===== src/rtl/tca_pkg.sv =====
// Shared types for the transaction conflict arbiter.
// Assumes: nothing beyond IEEE 1800-2017.
package tca_pkg;

    // Per-cycle decision of the arbiter.
    typedef struct packed {
        logic nack;         // refuse the forwarded request
        logic abort;        // abort the local transaction
        logic flag_set;     // mark possible dependency cycle
        logic stall_start;  // begin or restart a stall
    } tca_verdict_t;

    // Retry timer state.
    typedef enum logic {
        TMR_IDLE = 1'b0,
        TMR_WAIT = 1'b1
    } tca_tmr_state_t;

endpackage


===== src/rtl/tca_decider.sv =====
// Combinational conflict decision for one cycle.
// Assumes: the stamp and flag inputs are the registered state of the running
// transaction. Age order is modular: a is older than b when (a-b) is negative.
module tca_decider
    import tca_pkg::*;
#(
    parameter int TS_W = 16
) (
    input  logic            in_txn,
    input  logic            reqwins_mode,
    input  logic [TS_W-1:0] my_ts,
    input  logic            my_flag,
    input  logic            conf_valid,
    input  logic [TS_W-1:0] conf_ts,
    input  logic            nack_valid,
    input  logic [TS_W-1:0] nack_ts,
    output tca_verdict_t    verdict
);

    localparam int MSB = TS_W - 1;

    logic [TS_W-1:0] conf_diff;
    logic [TS_W-1:0] nack_diff;
    logic            conf_older;
    logic            nack_older;
    logic            conf_live;
    logic            nack_live;
    logic            nack_abort;
    logic            conf_abort;

    // Modular age differences of the other transactions against ours.
    always_comb begin
        conf_diff  = conf_ts - my_ts;
        nack_diff  = nack_ts - my_ts;
        conf_older = conf_diff[MSB];
        nack_older = nack_diff[MSB];
    end

    // Build the verdict from live events, mode and cycle flag.
    always_comb begin
        conf_live  = conf_valid && in_txn;
        nack_live  = nack_valid && in_txn;
        conf_abort = conf_live && reqwins_mode;
        nack_abort = nack_live && my_flag && nack_older;
        verdict.abort       = conf_abort || nack_abort;
        verdict.nack        = conf_live && !reqwins_mode;
        verdict.flag_set    = conf_live && !reqwins_mode && conf_older && !nack_abort;
        verdict.stall_start = nack_live && !verdict.abort;
    end

endmodule


===== src/rtl/tca_age_keeper.sv =====
// Holds the transaction state: active bit, age stamp, stamp-held bit and
// possible-cycle flag.
// Assumes: abort has priority over commit, commit over begin. A begin while
// active is ignored. The stamp survives aborts and is released on commit.
module tca_age_keeper #(
    parameter int TS_W = 16
) (
    input  logic            clk,
    input  logic            rst_n,
    input  logic [TS_W-1:0] now_time,
    input  logic            begin_req,
    input  logic            commit_req,
    input  logic            abort_req,
    input  logic            flag_set,
    output logic            in_txn,
    output logic [TS_W-1:0] stamp,
    output logic            held,
    output logic            flag
);

    // Update active bit, stamp and flag by priority abort > commit > begin.
    always_ff @(posedge clk) begin
        if (!rst_n) begin
            in_txn <= 1'b0;
            stamp  <= '0;
            held   <= 1'b0;
            flag   <= 1'b0;
        end else if (abort_req) begin
            in_txn <= 1'b0;
            flag   <= 1'b0;
        end else if (commit_req) begin
            in_txn <= 1'b0;
            held   <= 1'b0;
            flag   <= 1'b0;
        end else begin
            if (begin_req && !in_txn) begin
                in_txn <= 1'b1;
                held   <= 1'b1;
                if (!held) begin
                    stamp <= now_time;
                end
            end
            if (flag_set) begin
                flag <= 1'b1;
            end
        end
    end

endmodule


===== src/rtl/tca_retry_timer.sv =====
// Stall tracker with a periodic reissue pulse.
// Assumes: a gap of 0 acts as 1. Halt (abort/commit) beats start, start beats
// the normal-response release.
module tca_retry_timer
    import tca_pkg::*;
#(
    parameter int GAP_W = 8
) (
    input  logic             clk,
    input  logic             rst_n,
    input  logic             start,
    input  logic             halt,
    input  logic             release_ok,
    input  logic [GAP_W-1:0] gap,
    output logic             stalled,
    output logic             fire
);

    tca_tmr_state_t   state;
    logic [GAP_W-1:0] count;
    logic [GAP_W-1:0] reload;

    // Clamp the programmed gap to at least one cycle.
    always_comb begin
        reload = (gap == '0) ? GAP_W'(1) : gap;
    end

    // Count down while stalled and pulse fire at each period end.
    always_ff @(posedge clk) begin
        if (!rst_n) begin
            state <= TMR_IDLE;
            count <= '0;
            fire  <= 1'b0;
        end else begin
            fire <= 1'b0;
            if (halt) begin
                state <= TMR_IDLE;
            end else if (start) begin
                state <= TMR_WAIT;
                count <= reload;
            end else if (release_ok) begin
                state <= TMR_IDLE;
            end else if (state == TMR_WAIT) begin
                if (count <= GAP_W'(1)) begin
                    fire  <= 1'b1;
                    count <= reload;
                end else begin
                    count <= count - GAP_W'(1);
                end
            end
        end
    end

    // Expose the stall state.
    always_comb begin
        stalled = (state == TMR_WAIT);
    end

endmodule


===== src/rtl/txn_conflict_arbiter.sv =====
// Conflict arbiter for one core running eager-detection transactions.
// Decides nack or local abort on detected conflicts, stalls and reissues on
// received nacks, and uses begin stamps plus a cycle flag to abort only the
// younger side of a possible deadlock.
// Assumes: one conflict and one nack event at most per cycle; the tracker
// and messaging sit outside. Responses are registered, one cycle after input.
module txn_conflict_arbiter
    import tca_pkg::*;
#(
    parameter int TS_W  = 16,
    parameter int GAP_W = 8
) (
    input  logic             clk,
    input  logic             rst_n,
    input  logic [TS_W-1:0]  now_time,
    input  logic             txn_begin,
    input  logic             txn_commit,
    input  logic             reqwins_mode,
    input  logic [GAP_W-1:0] retry_gap,
    input  logic             conf_valid,
    input  logic [TS_W-1:0]  conf_ts,
    input  logic             nack_valid,
    input  logic [TS_W-1:0]  nack_ts,
    input  logic             resp_ok,
    output logic             reply_nack,
    output logic             local_abort,
    output logic             retry_req,
    output logic             stalled,
    output logic             txn_active,
    output logic             ts_held,
    output logic             cycle_flag,
    output logic [TS_W-1:0]  local_ts
);

    tca_verdict_t verdict;
    logic         stop_stall;

    tca_decider #(.TS_W(TS_W)) u_decide (
        .in_txn       (txn_active),
        .reqwins_mode (reqwins_mode),
        .my_ts        (local_ts),
        .my_flag      (cycle_flag),
        .conf_valid   (conf_valid),
        .conf_ts      (conf_ts),
        .nack_valid   (nack_valid),
        .nack_ts      (nack_ts),
        .verdict      (verdict)
    );

    tca_age_keeper #(.TS_W(TS_W)) u_age (
        .clk        (clk),
        .rst_n      (rst_n),
        .now_time   (now_time),
        .begin_req  (txn_begin),
        .commit_req (txn_commit),
        .abort_req  (verdict.abort),
        .flag_set   (verdict.flag_set),
        .in_txn     (txn_active),
        .stamp      (local_ts),
        .held       (ts_held),
        .flag       (cycle_flag)
    );

    // Abort or commit ends any stall outright.
    always_comb begin
        stop_stall = verdict.abort || txn_commit;
    end

    tca_retry_timer #(.GAP_W(GAP_W)) u_retry (
        .clk        (clk),
        .rst_n      (rst_n),
        .start      (verdict.stall_start),
        .halt       (stop_stall),
        .release_ok (resp_ok),
        .gap        (retry_gap),
        .stalled    (stalled),
        .fire       (retry_req)
    );

    // Register the reply and abort decisions as one-cycle pulses.
    always_ff @(posedge clk) begin
        if (!rst_n) begin
            reply_nack  <= 1'b0;
            local_abort <= 1'b0;
        end else begin
            reply_nack  <= verdict.nack;
            local_abort <= verdict.abort;
        end
    end

endmodule


===== config.mk =====
export PLATFORM = sky130hd
export DESIGN_NAME = txn_conflict_arbiter
export DESIGN_NICKNAME = d
export VERILOG_FILES = /design/src/rtl/tca_pkg.sv /design/src/rtl/tca_decider.sv /design/src/rtl/tca_age_keeper.sv /design/src/rtl/tca_retry_timer.sv /design/src/rtl/txn_conflict_arbiter.sv
export SDC_FILE = /design/constraint.sdc
export NUM_CORES = 1
export LEC_CHECK = 0
export ABC_AREA = 1
export BUFFER_PORTS_ARGS = -buffer_cell sky130_fd_sc_hd__buf_2
export CAP_MARGIN = 10
export CORE_UTILIZATION = 51
export CTS_CLUSTER_DIAMETER = 60
export DETAILED_ROUTE_END_ITERATION = 10
export PLACE_DENSITY = 0.91
export SLEW_MARGIN = 20
export SYNTH_ARGS = -nofsm -noshare
export SYNTH_HDL_FRONTEND = slang
export SYNTH_HIERARCHICAL = 1
export SYNTH_SLANG_ARGS = --single-unit

===== constraint.sdc =====
create_clock -name clk -period 2.8 [get_ports clk]
set_input_delay 0.14 -clock clk [delete_from_list [all_inputs] [get_ports clk]]
set_output_delay 0.14 -clock clk [all_outputs]
set_load 0.005 [all_outputs]

==> summary.txt, run 1 <==
Clock network
  – Worst-path clk slew: 0.07 ns
  – H-tree depth: 2
  – Clk buf depth: 2
  – Number of post-CTS setup repair buffers: 0
  – CTS buffer count: 5
  – CTS Sinks: 31
  – Clock Latency Late Sink: 0.29 ns
  – CTS root buffer: clkbuf_8
  – CTS tree: done

STA
  – Peak Freq: 394 MHz
  – Least-Margin Pin Slew: 0.615 ns
  – RSZ-0062 raised after global routing: no
  – Rel. slew slack: 0.589
  – Setup total negative slack: 0 ns
  – Clock Skew: 0.00783 ns
  – Final Cycle Share: 0.906
  – Max Slew Vio Count: 0
  – Tmin final: 2.54 ns
  – Endpoints failing setup: 0
  – Hold Vio Cnt, Final: 0

Worst setup path
  – Slowest stage delay, CP: 0.36 ns
  – CP cell instances: inv_1, ha_1, nand2_1, nor2_2, nand2_1, nor2_1, nand2_1, nand2_1, nand2_1, nand3_2, nand2_2, nor2_2, inv_2, a21oi_4, inv_4, a21oi_1, o21ai_1, nand2_1, inv_1
  – Startpoint types: flop
  – Most frequent cell on the critical path: nand2_1
  – Worst endpoint required time: 2.99 ns
  – Crit-path max FO: 10
  – CP endpoint kind: flop
  – R2R cell count: 19
  – Reg2reg start: u_age/stamp[14]$_SDFFE_PN0P_
  – FF-to-FF End: u_retry/count[1]$_SDFFE_PN0P_
  – Worst setup endpoint: u_retry/count[1]$_SDFFE_PN0P_
  – Critical path arrival: 2.72 ns
  – Reg2reg setup slack: 0.26 ns
  – Setup crit start: u_age/stamp[14]$_SDFFE_PN0P_
  – Critical-path top delay cell: dfxtp_1
  – Critical path class: reg2reg

Power
  – Power per cell area: 418 nW/um2
  – Pleak: 1.73 nW
  – Total power: 0.00129 W
  – Peak supply drop: 0.384 mV

Floorplan
  – Die width: 71.9 um
  – Core area: 4720 um2
  – Full die area: 5170 um2
  – FP Rows: 25
  – DIE HEIGHT: 71.9 um
  – Ports: 87
  – Initial Util: 0.528

Finish
  – Share of cells above drive strength 1: 0.276
  – Area occupied by multi-input gates: 1540 um2
  – Commonest cells after routing, fill and taps aside: nand2_1, buf_2, inv_1, nor2_1, dfxtp_1
  – Fill cell count: 416
  – Diode count: 0
  – Area growth from synthesis to layout: 23.5%
  – Final Net Count: 568
  – Commonest non-fill, non-tap cell in the layout: nand2_1
  – Sequential cell area: 621 um2

Yosys
  – Yosys warning total: 6
  – Post-synthesis cell count: 388
  – Mapped cell area: 2490 um2
  – Syn avg cell area: 6.42 um2
  – Post-synth cell types: 26
  – Syn_nets: 482
  – Flops & latches, synth: 31
  – Seq/Total Area, Yosys: 0.249

Detailed routing
  – DR WL/cell: 11.1 um
  – DRT iter0 DRCs: 142
  – Residual DRC: 0
  – Via-to-Cell Ratio: 4.85
  – DRT Wirelength: 6030 um
  – Detail Route Antenna Nets: 0
  – First drt pass iteration count: 5
  – Via count: 2627

Global routing
  – Number of global-route vias before repair: 2458
  – Total Routing Usage GR: 0.246
  – Initial antenna violation count: 0
  – GRT overflow: 0
  – First-pass GRT wire length: 10300 um
  – Largest net degree at the start of global routing: 24

Worst hold path
  – HP Class: in2reg

Placement
  – Routability congestion estimate: 0.894
  – PortBufs: 86
  – Dpl hpwl: 4810 um

Run status
  – Status: finished clean

Run
  – Max-cap violations: 0
## cell usage after synthesis
master    instances  share of area
inv_4             2         0.0050
nand2_1          94           0.14
buf_8             2          0.012
nand3_1          17          0.034
nor2_2           18          0.045
nand4_1          19          0.048
inv_1            65          0.098
nor2_1           59          0.089
a21oi_2           2         0.0070
nand2_2           3         0.0075
ha_1             30           0.15
nand2_4           1         0.0045
o21ai_1           2         0.0040
xnor2_1           1         0.0035
dfxtp_1          31           0.25
nor3_1            1         0.0020
a21oi_1          18          0.036
nand3b_1          1         0.0030
buf_1             1         0.0015
xnor2_2           1         0.0065
xor2_1            1         0.0035
buf_2             4         0.0080
nor2_8            2          0.016
inv_2             7          0.011
nand3_2           1         0.0040
o21ai_0           5          0.010
## per-layer routing
layer	vias to the layer above	track usage	wire length, um
met1	1125	0.303	2620
li1	1376	-	-
met4	0	0.0566	69
met2	118	0.442	2890
met3	8	0.0514	448
met5	-	0	0
## cells by family after synthesis
family | Yosys count | share of synthesized area
adder cells (fa/ha/maj) | 30 | 0.151
buffers and inverters | 81 | 0.135
AO/OA/AOI/OAI | 27 | 0.0572
AND/OR/NAND/NOR | 216 | 0.395
flip-flops | 31 | 0.249
XOR/XNOR | 3 | 0.0136
## power breakdown
part / switching (W) / internal [W] / leakage (nW)
Sequential: 0.0000217 / 0.000463 / 0.253
Clock: 0.000168 / 0.000288 / 0.0612
Combinational: 0.000200 / 0.000147 / 1.42
## sequential cells by signal, indices dropped and copies added (netlist names)
| register | count |
|---|---|
| local_abort | 1 |
| u_retry/fire | 1 |
| u_age/in_txn | 1 |
| u_age/stamp | 16 |
| u_age/held | 1 |
| u_age/flag | 1 |
| u_retry/count | 8 |
| u_retry/stalled | 1 |
| reply_nack | 1 |
## layout make-up
type                            instances  area share
Tap cell                               67      0.0272
Timing Repair Buffer                   86       0.140
Sequential cell                        31       0.202
Clock inverter                          2      0.0114
Multi-Input combinational cell        276       0.501
Inverter                               74      0.0919
Clock buffer                            6      0.0268
## worst min path at each step
stage | start | end | slack, ns | cells past startpoint
6_report | reqwins_mode | reply_nack$_SDFF_PN0_ | 0.15 | 4
5_1_grt | txn_begin | u_age/in_txn$_SDFFE_PP0P_ | 0.17 | 3
4_1_cts | reqwins_mode | reply_nack$_SDFF_PN0_ | 0.14 | 4
3_5_place_dp | reqwins_mode | reply_nack$_SDFF_PN0_ | 0.45 | 4
3_3_place_gp | reqwins_mode | reply_nack$_SDFF_PN0_ | 0.44 | 4
2_1_floorplan | rst_n | reply_nack$_SDFF_PN0_ | 0.23 | 2
## timing repair
| item | CTS | global route |
|---|---|---|
| hold buffers | 0 | 0 |
| setup endpoints to repair | 0 | 5 |
| resized for setup | 0 | 1 |
## per-stage QoR
step	area, um2	instances	hold WS, ns	worst slack [ns]	util
6_report	3080	542	0.147	0.264	0.652
5_1_grt	3080	542	0.165	0.0105	0.652
4_1_cts	3070	542	0.140	0.157	0.650
3_5_place_dp	2950	534	0.449	0.173	0.625
3_3_place_gp	2950	534	0.442	0.302	0.625
2_1_floorplan	2490	388	0.233	0.440	-
## critical path, delay by kind of cell (launching register included)
family / cells / cell delay (ns)
flip-flops: 1 / 0.36
AND/OR/NAND/NOR: 11 / 0.97
buffers and inverters: 4 / 0.28
adder cells (fa/ha/maj): 1 / 0.29
AO/OA/AOI/OAI: 3 / 0.53
Power figures use the tool's default switching activity.
==> run 2, diff against run 1 <==
--- a/config.mk
+++ b/config.mk
@@ -5,13 +5,13 @@
 export SDC_FILE = /design/constraint.sdc
 export NUM_CORES = 1
 export LEC_CHECK = 0
-export ABC_AREA = 1
 export BUFFER_PORTS_ARGS = -buffer_cell sky130_fd_sc_hd__buf_2
 export CAP_MARGIN = 10
-export CORE_UTILIZATION = 51
+export CORE_MARGIN = 4
+export CORE_UTILIZATION = 49
 export CTS_CLUSTER_DIAMETER = 60
 export DETAILED_ROUTE_END_ITERATION = 10
-export PLACE_DENSITY = 0.91
+export PLACE_DENSITY = 0.9
 export SLEW_MARGIN = 20
 export SYNTH_ARGS = -nofsm -noshare
 export SYNTH_HDL_FRONTEND = slang
==> constraint.sdc (replaced) <==
create_clock -name clk -period 2.8 [get_ports clk]
set_input_delay 0.56 -clock clk [delete_from_list [all_inputs] [get_ports clk]]
set_output_delay 0.56 -clock clk [all_outputs]
set_load 0.005 [all_outputs]
==> summary.txt, run 2 <==
Clock network
  – Worst-path clk slew: 0.08 ns (was 0.07 ns)
  – CTS tree: done (unchanged)
  – CTS root buffer: clkbuf_8 (unchanged)
  – Cts hold-fix bufs: 0 (unchanged)
  – Clk buf depth: 2 (unchanged)
  – CTS Sinks: 31 (unchanged)
  – H-tree depth: 2 (unchanged)
  – Clock Latency Late Sink: 0.29 ns (about the same)
  – CTS buffer count: 5 (unchanged)

Yosys
  – Post-synth EDFFs: 0 (unchanged)
  – Flops & latches, synth: 31 (unchanged)
  – Area leader, netlist: dfxtp_1 (unchanged)
  – Yosys warning total: 6 (unchanged)
  – Post-synthesis cell count: 269 (was 388)
  – Most common library cells after synthesis: nand2_1, dfxtp_1, ha_1 (was nand2_1, inv_1, nor2_1)
  – Syn avg cell area: 8.30 um2 (was 6.42 um2)
  – Synth top area share: 0.278 (was 0.249)
  – Synth async-reset ratio: 0 (unchanged)
  – Top cells by area, synth: dfxtp_1, ha_1, mux2i_1 (was dfxtp_1, ha_1, nand2_1)
  – Synth Flop Type: dfxtp_1 (unchanged)
  – Post-synth cell types: 47 (was 26)
  – Most common cell in the synthesized netlist: nand2_1 (unchanged)
  – Seq/Total Area, Yosys: 0.278 (was 0.249)
  – Syn_nets: 363 (was 482)
  – Mapped cell area: 2230 um2 (was 2490 um2)

Worst setup path
  – Crit-path max FO: 10 (unchanged)
  – Worst endpoint required time: 2.99 ns (about the same)
  – Reg2reg setup slack: 0.13 ns (was 0.26 ns)
  – Worst Path Buf+Inv: 1 (was 4)
  – Reg2reg start: u_age/stamp[2]$_SDFFE_PN0P_ (was u_age/stamp[14]$_SDFFE_PN0P_)
  – Startpoint types: flop (unchanged)
  – R2R cell count: 12 (was 19)
  – Critical path arrival: 2.85 ns (was 2.72 ns)
  – FF-to-FF End: u_retry/count[2]$_SDFFE_PN0P_ (was u_retry/count[1]$_SDFFE_PN0P_)
  – Critical-path top delay cell: dfxtp_1 (unchanged)
  – Critical path class: reg2reg (unchanged)
  – CP top delay family: compound AO/OA/AOI/OAI gates (was simple AND/OR/NAND/NOR gates)
  – CP endpoint kind: flop (unchanged)
  – CP cell instances: inv_1, ha_4, a21o_1, a31oi_1, o21ai_1, a211oi_2, mux2i_2, a31o_1, or2_4, a21o_4, o21a_1, o31a_1 (was inv_1, ha_1, nand2_1, nor2_2, nand2_1, nor2_1, nand2_1, nand2_1, nand2_1, nand3_2, nand2_2, nor2_2, inv_2, a21oi_4, inv_4, a21oi_1, o21ai_1, nand2_1, inv_1)
  – Slowest stage delay, CP: 0.35 ns (was 0.36 ns)

STA
  – Max Slew Vio Count: 0 (unchanged)
  – Final WS setup: 0.133 ns (was 0.264 ns)
  – RSZ-0062 raised after global routing: no (unchanged)
  – Hold WS: 0.480 ns (was 0.147 ns)
  – Peak Freq: 375 MHz (was 394 MHz)
  – Least-Margin Pin Slew: 0.587 ns (was 0.615 ns)
  – Hold Vio Cnt, Final: 0 (unchanged)
  – Tmin final: 2.67 ns (was 2.54 ns)
  – Final Cycle Share: 0.952 (was 0.906)
  – Clock Skew: 0.0118 ns (was 0.00783 ns)
  – Endpoints failing setup: 0 (unchanged)
  – Rel. slew slack: 0.605 (was 0.589)

Floorplan
  – Core area: 4380 um2 (was 4720 um2)
  – FP Rows: 24 (was 25)
  – DIE HEIGHT: 75.5 um (was 71.9 um)
  – Die width: 75.5 um (was 71.9 um)
  – Ports: 87 (unchanged)
  – Initial Util: 0.509 (was 0.528)
  – Full die area: 5700 um2 (was 5170 um2)

Finish
  – Final Net Count: 461 (was 568)
  – Area occupied by multi-input gates: 1560 um2 (was 1540 um2)
  – Largest regs: u_age/stamp (16), u_retry/count (8) (unchanged)
  – Sequential cell area: 621 um2 (unchanged)
  – Fill cell count: 367 (was 416)
  – Largest Register: u_age/stamp (unchanged)
  – Largest register FFs: 16 (unchanged)
  – Diode count: 0 (unchanged)
  – Area growth from synthesis to layout: 34.0% (was 23.5%)
  – Commonest cells after routing, fill and taps aside: buf_2, nand2_1, dfxtp_1, ha_1, inv_1 (was nand2_1, buf_2, inv_1, nor2_1, dfxtp_1)
  – Design area: 2990 um2 (was 3080 um2)
  – Share of cells above drive strength 1: 0.353 (was 0.276)
  – Commonest non-fill, non-tap cell in the layout: buf_2 (was nand2_1)

Detailed routing
  – Residual DRC: 0 (unchanged)
  – Via-to-Cell Ratio: 5.63 (was 4.85)
  – DR WL/cell: 14.9 um (was 11.1 um)
  – DRT Wirelength: 6250 um (was 6030 um)
  – DRT iter0 DRCs: 105 (was 142)
  – First drt pass iteration count: 4 (was 5)
  – Detail Route Antenna Nets: 0 (unchanged)
  – Via count: 2365 (was 2627)

Global routing
  – GRT overflow: 0 (unchanged)
  – Number of global-route vias before repair: 2382 (was 2458)
  – Initial antenna violation count: 0 (unchanged)
  – First-pass GRT wire length: 10200 um (was 10300 um)
  – Largest net degree at the start of global routing: 33 (was 24)
  – Total Routing Usage GR: 0.231 (was 0.246)

Power
  – Pleak: 1.39 nW (was 1.73 nW)
  – Peak supply drop: 0.228 mV (was 0.384 mV)
  – Power per cell area: 412 nW/um2 (was 418 nW/um2)

Run status
  – Status: finished clean (unchanged)

Placement
  – Placed inst area: 2830 um2 (was 2950 um2)
  – Routability congestion estimate: 0.926 (was 0.894)
  – PortBufs: 86 (unchanged)
  – Pre-CTS setup slack: -0.331 ns (was 0.173 ns)
  – Dpl hpwl: 4930 um (was 4810 um)

Worst hold path
  – HP Class: reg2reg (was in2reg)
  – Hold EP: u_age/stamp[12]$_SDFFE_PN0P_ (was reply_nack$_SDFF_PN0_)
  – Hold-critical path depth: 2 (was 4)
  – Hold_sp: u_age/stamp[12]$_SDFFE_PN0P_ (was reqwins_mode)

Run
  – Max-cap violations: 0 (unchanged)
==> run 2: cell count changes in the layout (fill, tap and decap cells not counted), moves of 6 or more <==
| cell | before | now |
|---|---|---|
| nand3_1 | 17 | 4 |
| nor2_2 | 18 | 0 |
| nand2_1 | 94 | 43 |
| mux2i_1 | 0 | 18 |
| inv_1 | 65 | 20 |
| inv_2 | 7 | 1 |
| nand4_1 | 19 | 8 |
| nor2_1 | 59 | 17 |
| buf_4 | 0 | 13 |
==> run 2: cell type report <==
type,count,area share
Multi-Input combinational cell,208,0.522
Clock buffer,6,0.0276
Clock inverter,2,0.0117
Sequential cell,31,0.208
Timing Repair Buffer,100,0.183
Tap cell,52,0.0218
Inverter,21,0.0264
==> run 2: cells by family (layout without fill, tap and decap cells) <==
group,Yosys count,after routing,synth area share
xor+xnor,3,3,0.0118
fa+ha+maj,30,30,0.168
buf+inv,30,129,0.0577
mux,19,19,0.0852
compound gates,52,52,0.164
flops,31,31,0.278
simple gates,104,104,0.235
==> run 2: how the worst max path moves through the flow <==
| stage | depth (start not counted) | start | to |
|---|---|---|---|
| CTS | 12 | u_age/stamp[2]$_SDFFE_PN0P_ | u_retry/count[6]$_SDFFE_PN0P_ |
| detailed placement | 12 | nack_ts[2] | u_retry/count[1]$_SDFFE_PN0P_ |
| global route | 12 | u_age/stamp[2]$_SDFFE_PN0P_ | u_retry/count[2]$_SDFFE_PN0P_ |
| global placement | 12 | nack_ts[2] | u_retry/count[6]$_SDFFE_PN0P_ |
| finish | 12 | u_age/stamp[2]$_SDFFE_PN0P_ | u_retry/count[2]$_SDFFE_PN0P_ |
| floorplan | 12 | nack_ts[2] | u_retry/count[2]$_SDFFE_PN0P_ |
==> run 2: through the flow <==
stage / total power (W) / setup TNS [ns] / utilization / instances
6_report: 0.00123 / 0 / 0.682 / 420
5_1_grt: 0.00130 / 0 / 0.682 / 420
4_1_cts: 0.00123 / 0 / 0.673 / 419
3_5_place_dp: 0.000770 / -2.67 / 0.645 / 411
3_3_place_gp: 0.000756 / -0.790 / 0.645 / 411
2_1_floorplan: 0.000651 / -0.0390 / - / 269
==> run 2: routing by layer <==
metal	global-route usage	up-vias	share of wire
met2	0.409	96	0.48
li1	-	1159	-
met5	0	-	0
met4	0.0816	0	0.022
met3	0.0594	14	0.082
met1	0.268	1096	0.42
==> run 2: worst min-delay path, cell delays in order, from the launching register on <==
cell and delay [ns]:
dfxtp_1 0.32, nand2_1 0.06, mux2i_1 0.05
==> run 2: where the power goes <==
| group | leakage, nW | internal, W | switching [W] |
|---|---|---|---|
| registers | 0.252 | 0.000457 | 0.0000149 |
| logic | 1.08 | 0.000148 | 0.000150 |
| clock network | 0.0612 | 0.000288 | 0.000174 |
| total | 1.39 | 0.000893 | 0.000339 |
==> run 2: repair_timing <==
action | 4_1_cts | 5_1_grt
buffers inserted | 0 | 1
gates resized for setup | 2 | 8
endpoints found under the setup margin | 2 | 8
pin swaps | 0 | 1
==> run 3, diff against run 2 <==
--- a/config.mk
+++ b/config.mk
@@ -8,12 +8,11 @@
 export BUFFER_PORTS_ARGS = -buffer_cell sky130_fd_sc_hd__buf_2
 export CAP_MARGIN = 10
 export CORE_MARGIN = 4
-export CORE_UTILIZATION = 49
+export CORE_UTILIZATION = 48
 export CTS_CLUSTER_DIAMETER = 60
 export DETAILED_ROUTE_END_ITERATION = 10
 export PLACE_DENSITY = 0.9
 export SLEW_MARGIN = 20
 export SYNTH_ARGS = -nofsm -noshare
 export SYNTH_HDL_FRONTEND = slang
-export SYNTH_HIERARCHICAL = 1
 export SYNTH_SLANG_ARGS = --single-unit
==> summary.txt, run 3 <==
Clock network
  – Clock Latency Late Sink: 0.28 ns (was 0.29 ns)
  – Clk buf depth: 2 (unchanged)
  – CTS Sinks: 31 (unchanged)
  – Cts hold-fix bufs: 0 (unchanged)
  – Number of post-CTS setup repair buffers: 0 (unchanged)
  – CTS root buffer: clkbuf_8 (unchanged)
  – Worst-path clk slew: 0.07 ns (was 0.08 ns)
  – PostCTS Resize Cnt: 0 (was 2)
  – H-tree depth: 2 (unchanged)
  – CTS tree: done (unchanged)
  – CTS buffer count: 5 (unchanged)

Detailed routing
  – DRT iter0 DRCs: 79 (was 105)
  – Via-to-Cell Ratio: 5.30 (was 5.63)
  – Residual DRC: 0 (unchanged)
  – Via count: 2140 (was 2365)
  – Detail Route Antenna Nets: 0 (unchanged)
  – DRT Wirelength: 5550 um (was 6250 um)
  – DR WL/cell: 13.7 um (was 14.9 um)
  – First drt pass iteration count: 4 (unchanged)

Yosys
  – Flops & latches, synth: 31 (unchanged)
  – Most common cell in the synthesized netlist: nand2_1 (unchanged)
  – Yosys warning total: 0 (was 6)
  – Synth top area share: 0.295 (was 0.278)
  – Most common library cells after synthesis: nand2_1, dfxtp_1, ha_1 (unchanged)
  – Seq/Total Area, Yosys: 0.295 (was 0.278)
  – Synth Flop Type: dfxtp_1 (unchanged)
  – Top cells by area, synth: dfxtp_1, ha_1, nand2_1 (was dfxtp_1, ha_1, mux2i_1)
  – Post-synthesis cell count: 262 (was 269)
  – Area leader, netlist: dfxtp_1 (unchanged)
  – Post-synth EDFFs: 0 (unchanged)
  – Mapped cell area: 2100 um2 (was 2230 um2)
  – Post-synth cell types: 43 (was 47)
  – Synth async-reset ratio: 0 (unchanged)
  – Syn avg cell area: 8.03 um2 (was 8.30 um2)
  – Syn_nets: 356 (was 363)

Power
  – Pleak: 1.26 nW (was 1.39 nW)
  – Power per cell area: 441 nW/um2 (was 412 nW/um2)
  – Peak supply drop: 0.327 mV (was 0.228 mV)
  – Total power: 0.00121 W (was 0.00123 W)

Worst hold path
  – HP Class: reg2reg (unchanged)
  – Hold_sp: u_age.stamp[1]$_SDFFE_PN0P_ (was u_age/stamp[12]$_SDFFE_PN0P_)

STA
  – Least-Margin Pin Slew: 0.650 ns (was 0.587 ns)
  – Max Slew Vio Count: 0 (unchanged)
  – Final Cycle Share: 0.916 (was 0.952)
  – Tmin final: 2.56 ns (was 2.67 ns)
  – Peak Freq: 390 MHz (was 375 MHz)
  – Setup total negative slack: 0 ns (unchanged)
  – Hold Vio Cnt, Final: 0 (unchanged)
  – Endpoints failing setup: 0 (unchanged)
  – RSZ-0062 raised after global routing: no (unchanged)
  – Clock Skew: 0.00423 ns (was 0.0118 ns)
  – Rel. slew slack: 0.566 (was 0.605)

Placement
  – Routability congestion estimate: 0.896 (was 0.926)
  – PortBufs: 86 (unchanged)
  – Dpl hpwl: 4530 um (was 4930 um)
  – Placed inst area: 2610 um2 (was 2830 um2)
  – Placed Instances: 396 (was 411)

Worst setup path
  – CP cell instances: inv_1, ha_1, a21o_1, a211o_1, a41oi_2, o21ai_2, xnor2_1, a21oi_2, buf_4, o2bb2ai_1, a211oi_1 (was inv_1, ha_4, a21o_1, a31oi_1, o21ai_1, a211oi_2, mux2i_2, a31o_1, or2_4, a21o_4, o21a_1, o31a_1)
  – FF-to-FF End: u_retry.count[7]$_SDFFE_PN0P_ (was u_retry/count[2]$_SDFFE_PN0P_)
  – Reg2reg start: u_age.stamp[4]$_SDFFE_PN0P_ (was u_age/stamp[2]$_SDFFE_PN0P_)
  – Worst setup endpoint: u_retry.count[7]$_SDFFE_PN0P_ (was u_retry/count[2]$_SDFFE_PN0P_)
  – R2R cell count: 11 (was 12)
  – Startpoint types: flop (unchanged)
  – Slowest stage delay, CP: 0.35 ns (about the same)
  – CP endpoint kind: flop (unchanged)
  – Critical-path top delay cell: dfxtp_1 (unchanged)
  – Critical path arrival: 2.75 ns (was 2.85 ns)
  – Setup crit start: u_age.stamp[4]$_SDFFE_PN0P_ (was u_age/stamp[2]$_SDFFE_PN0P_)
  – Worst endpoint required time: 2.99 ns (about the same)
  – Reg2reg setup slack: 0.24 ns (was 0.13 ns)
  – Crit-path max FO: 8 (was 10)
  – Critical path class: reg2reg (unchanged)

Floorplan
  – FP Rows: 23 (was 24)
  – Die width: 74.2 um (was 75.5 um)
  – Initial Util: 0.511 (was 0.509)
  – Ports: 87 (unchanged)
  – DIE HEIGHT: 74.2 um (was 75.5 um)
  – Core area: 4120 um2 (was 4380 um2)
  – Full die area: 5510 um2 (was 5700 um2)

Finish
  – Commonest non-fill, non-tap cell in the layout: buf_2 (unchanged)
  – Non-filler instance count after layout: 404 (was 420)
  – Design area: 2730 um2 (was 2990 um2)
  – Largest register FFs: 16 (unchanged)
  – Commonest cells after routing, fill and taps aside: buf_2, nand2_1, dfxtp_1, ha_1, a21oi_1 (was buf_2, nand2_1, dfxtp_1, ha_1, inv_1)
  – Share of cells above drive strength 1: 0.314 (was 0.353)
  – Largest regs: u_age.stamp (16), u_retry.count (8) (was u_age/stamp (16), u_retry/count (8))
  – Largest Register: u_age.stamp (was u_age/stamp)
  – Final Net Count: 447 (was 461)
  – Diode count: 0 (unchanged)
  – Area growth from synthesis to layout: 29.9% (was 34.0%)

Global routing
  – First-pass GRT wire length: 8590 um (was 10200 um)
  – GRT overflow: 0 (unchanged)
  – Largest net degree at the start of global routing: 23 (was 33)
  – Number of global-route vias before repair: 2069 (was 2382)
  – Total Routing Usage GR: 0.199 (was 0.231)
  – Initial antenna violation count: 0 (unchanged)

Run
  – Max-cap violations: 0 (unchanged)

Run status
  – Status: finished clean (unchanged)
## run 3: cells by family after synthesis
kind of cell | after synthesis | share of synthesized area
AND/OR/NAND/NOR | 95 | 0.212
AO/OA/AOI/OAI | 65 | 0.202
flip-flops | 31 | 0.295
buffers and inverters | 30 | 0.0559
adder cells (fa/ha/maj) | 30 | 0.178
multiplexers | 8 | 0.0440
XOR/XNOR | 3 | 0.0125
## run 3: worst max-delay path, delay by kind of cell (launching register included)
kind | cells | cell delay, ns
flops | 1 | 0.35
fa+ha+maj | 1 | 0.31
compound gates | 7 | 1.36
xor+xnor | 1 | 0.18
buf+inv | 2 | 0.27
## run 3: metrics by stage
step           utilization  worst slack [ns]  hold WS, ns
3_5_place_dp         0.635           -0.0801        0.468
2_1_floorplan            -             0.266        0.457
4_1_cts              0.663             0.160        0.478
3_3_place_gp         0.635            0.0264        0.457
5_1_grt              0.664            0.0287        0.501
6_report             0.664             0.236        0.475
## run 3: layout make-up
cell class / count / area, um2
tap: 50 / 62.6
clock buffer: 6 / 82.6
multi-input combinational: 201 / 1380
timing repair buffer: 92 / 475
inverter: 22 / 82.6
clock inverter: 2 / 35.0
sequential: 31 / 621
fill: 352 / 1380
## run 3: power by group
group / leakage (nW) / internal [W] / switching [W] / total [W]
combinational: 0.946 / 0.000133 / 0.000144 / 0.000277
sequential: 0.252 / 0.000457 / 0.0000150 / 0.000472
clock: 0.0612 / 0.000288 / 0.000168 / 0.000456
## run 3: per-layer routing
metal / wire [um] / track usage
met2: 2670 / 0.357
met5: 0 / 0
met4: 67 / 0.0632
met1: 2360 / 0.236
met3: 455 / 0.0419
## run 3: worst min-delay path by stage
stage | endpoint | slack [ns] | cells after the start
after floorplan | u_retry.count[1]$_SDFFE_PN0P_ | 0.46 | 2
after global routing | u_age.stamp[4]$_SDFFE_PN0P_ | 0.50 | 2
final | u_age.stamp[1]$_SDFFE_PN0P_ | 0.48 | 2
after global placement | u_age.stamp[9]$_SDFFE_PN0P_ | 0.46 | 2
after CTS | u_age.stamp[1]$_SDFFE_PN0P_ | 0.48 | 2
after detailed placement | u_age.stamp[1]$_SDFFE_PN0P_ | 0.47 | 2
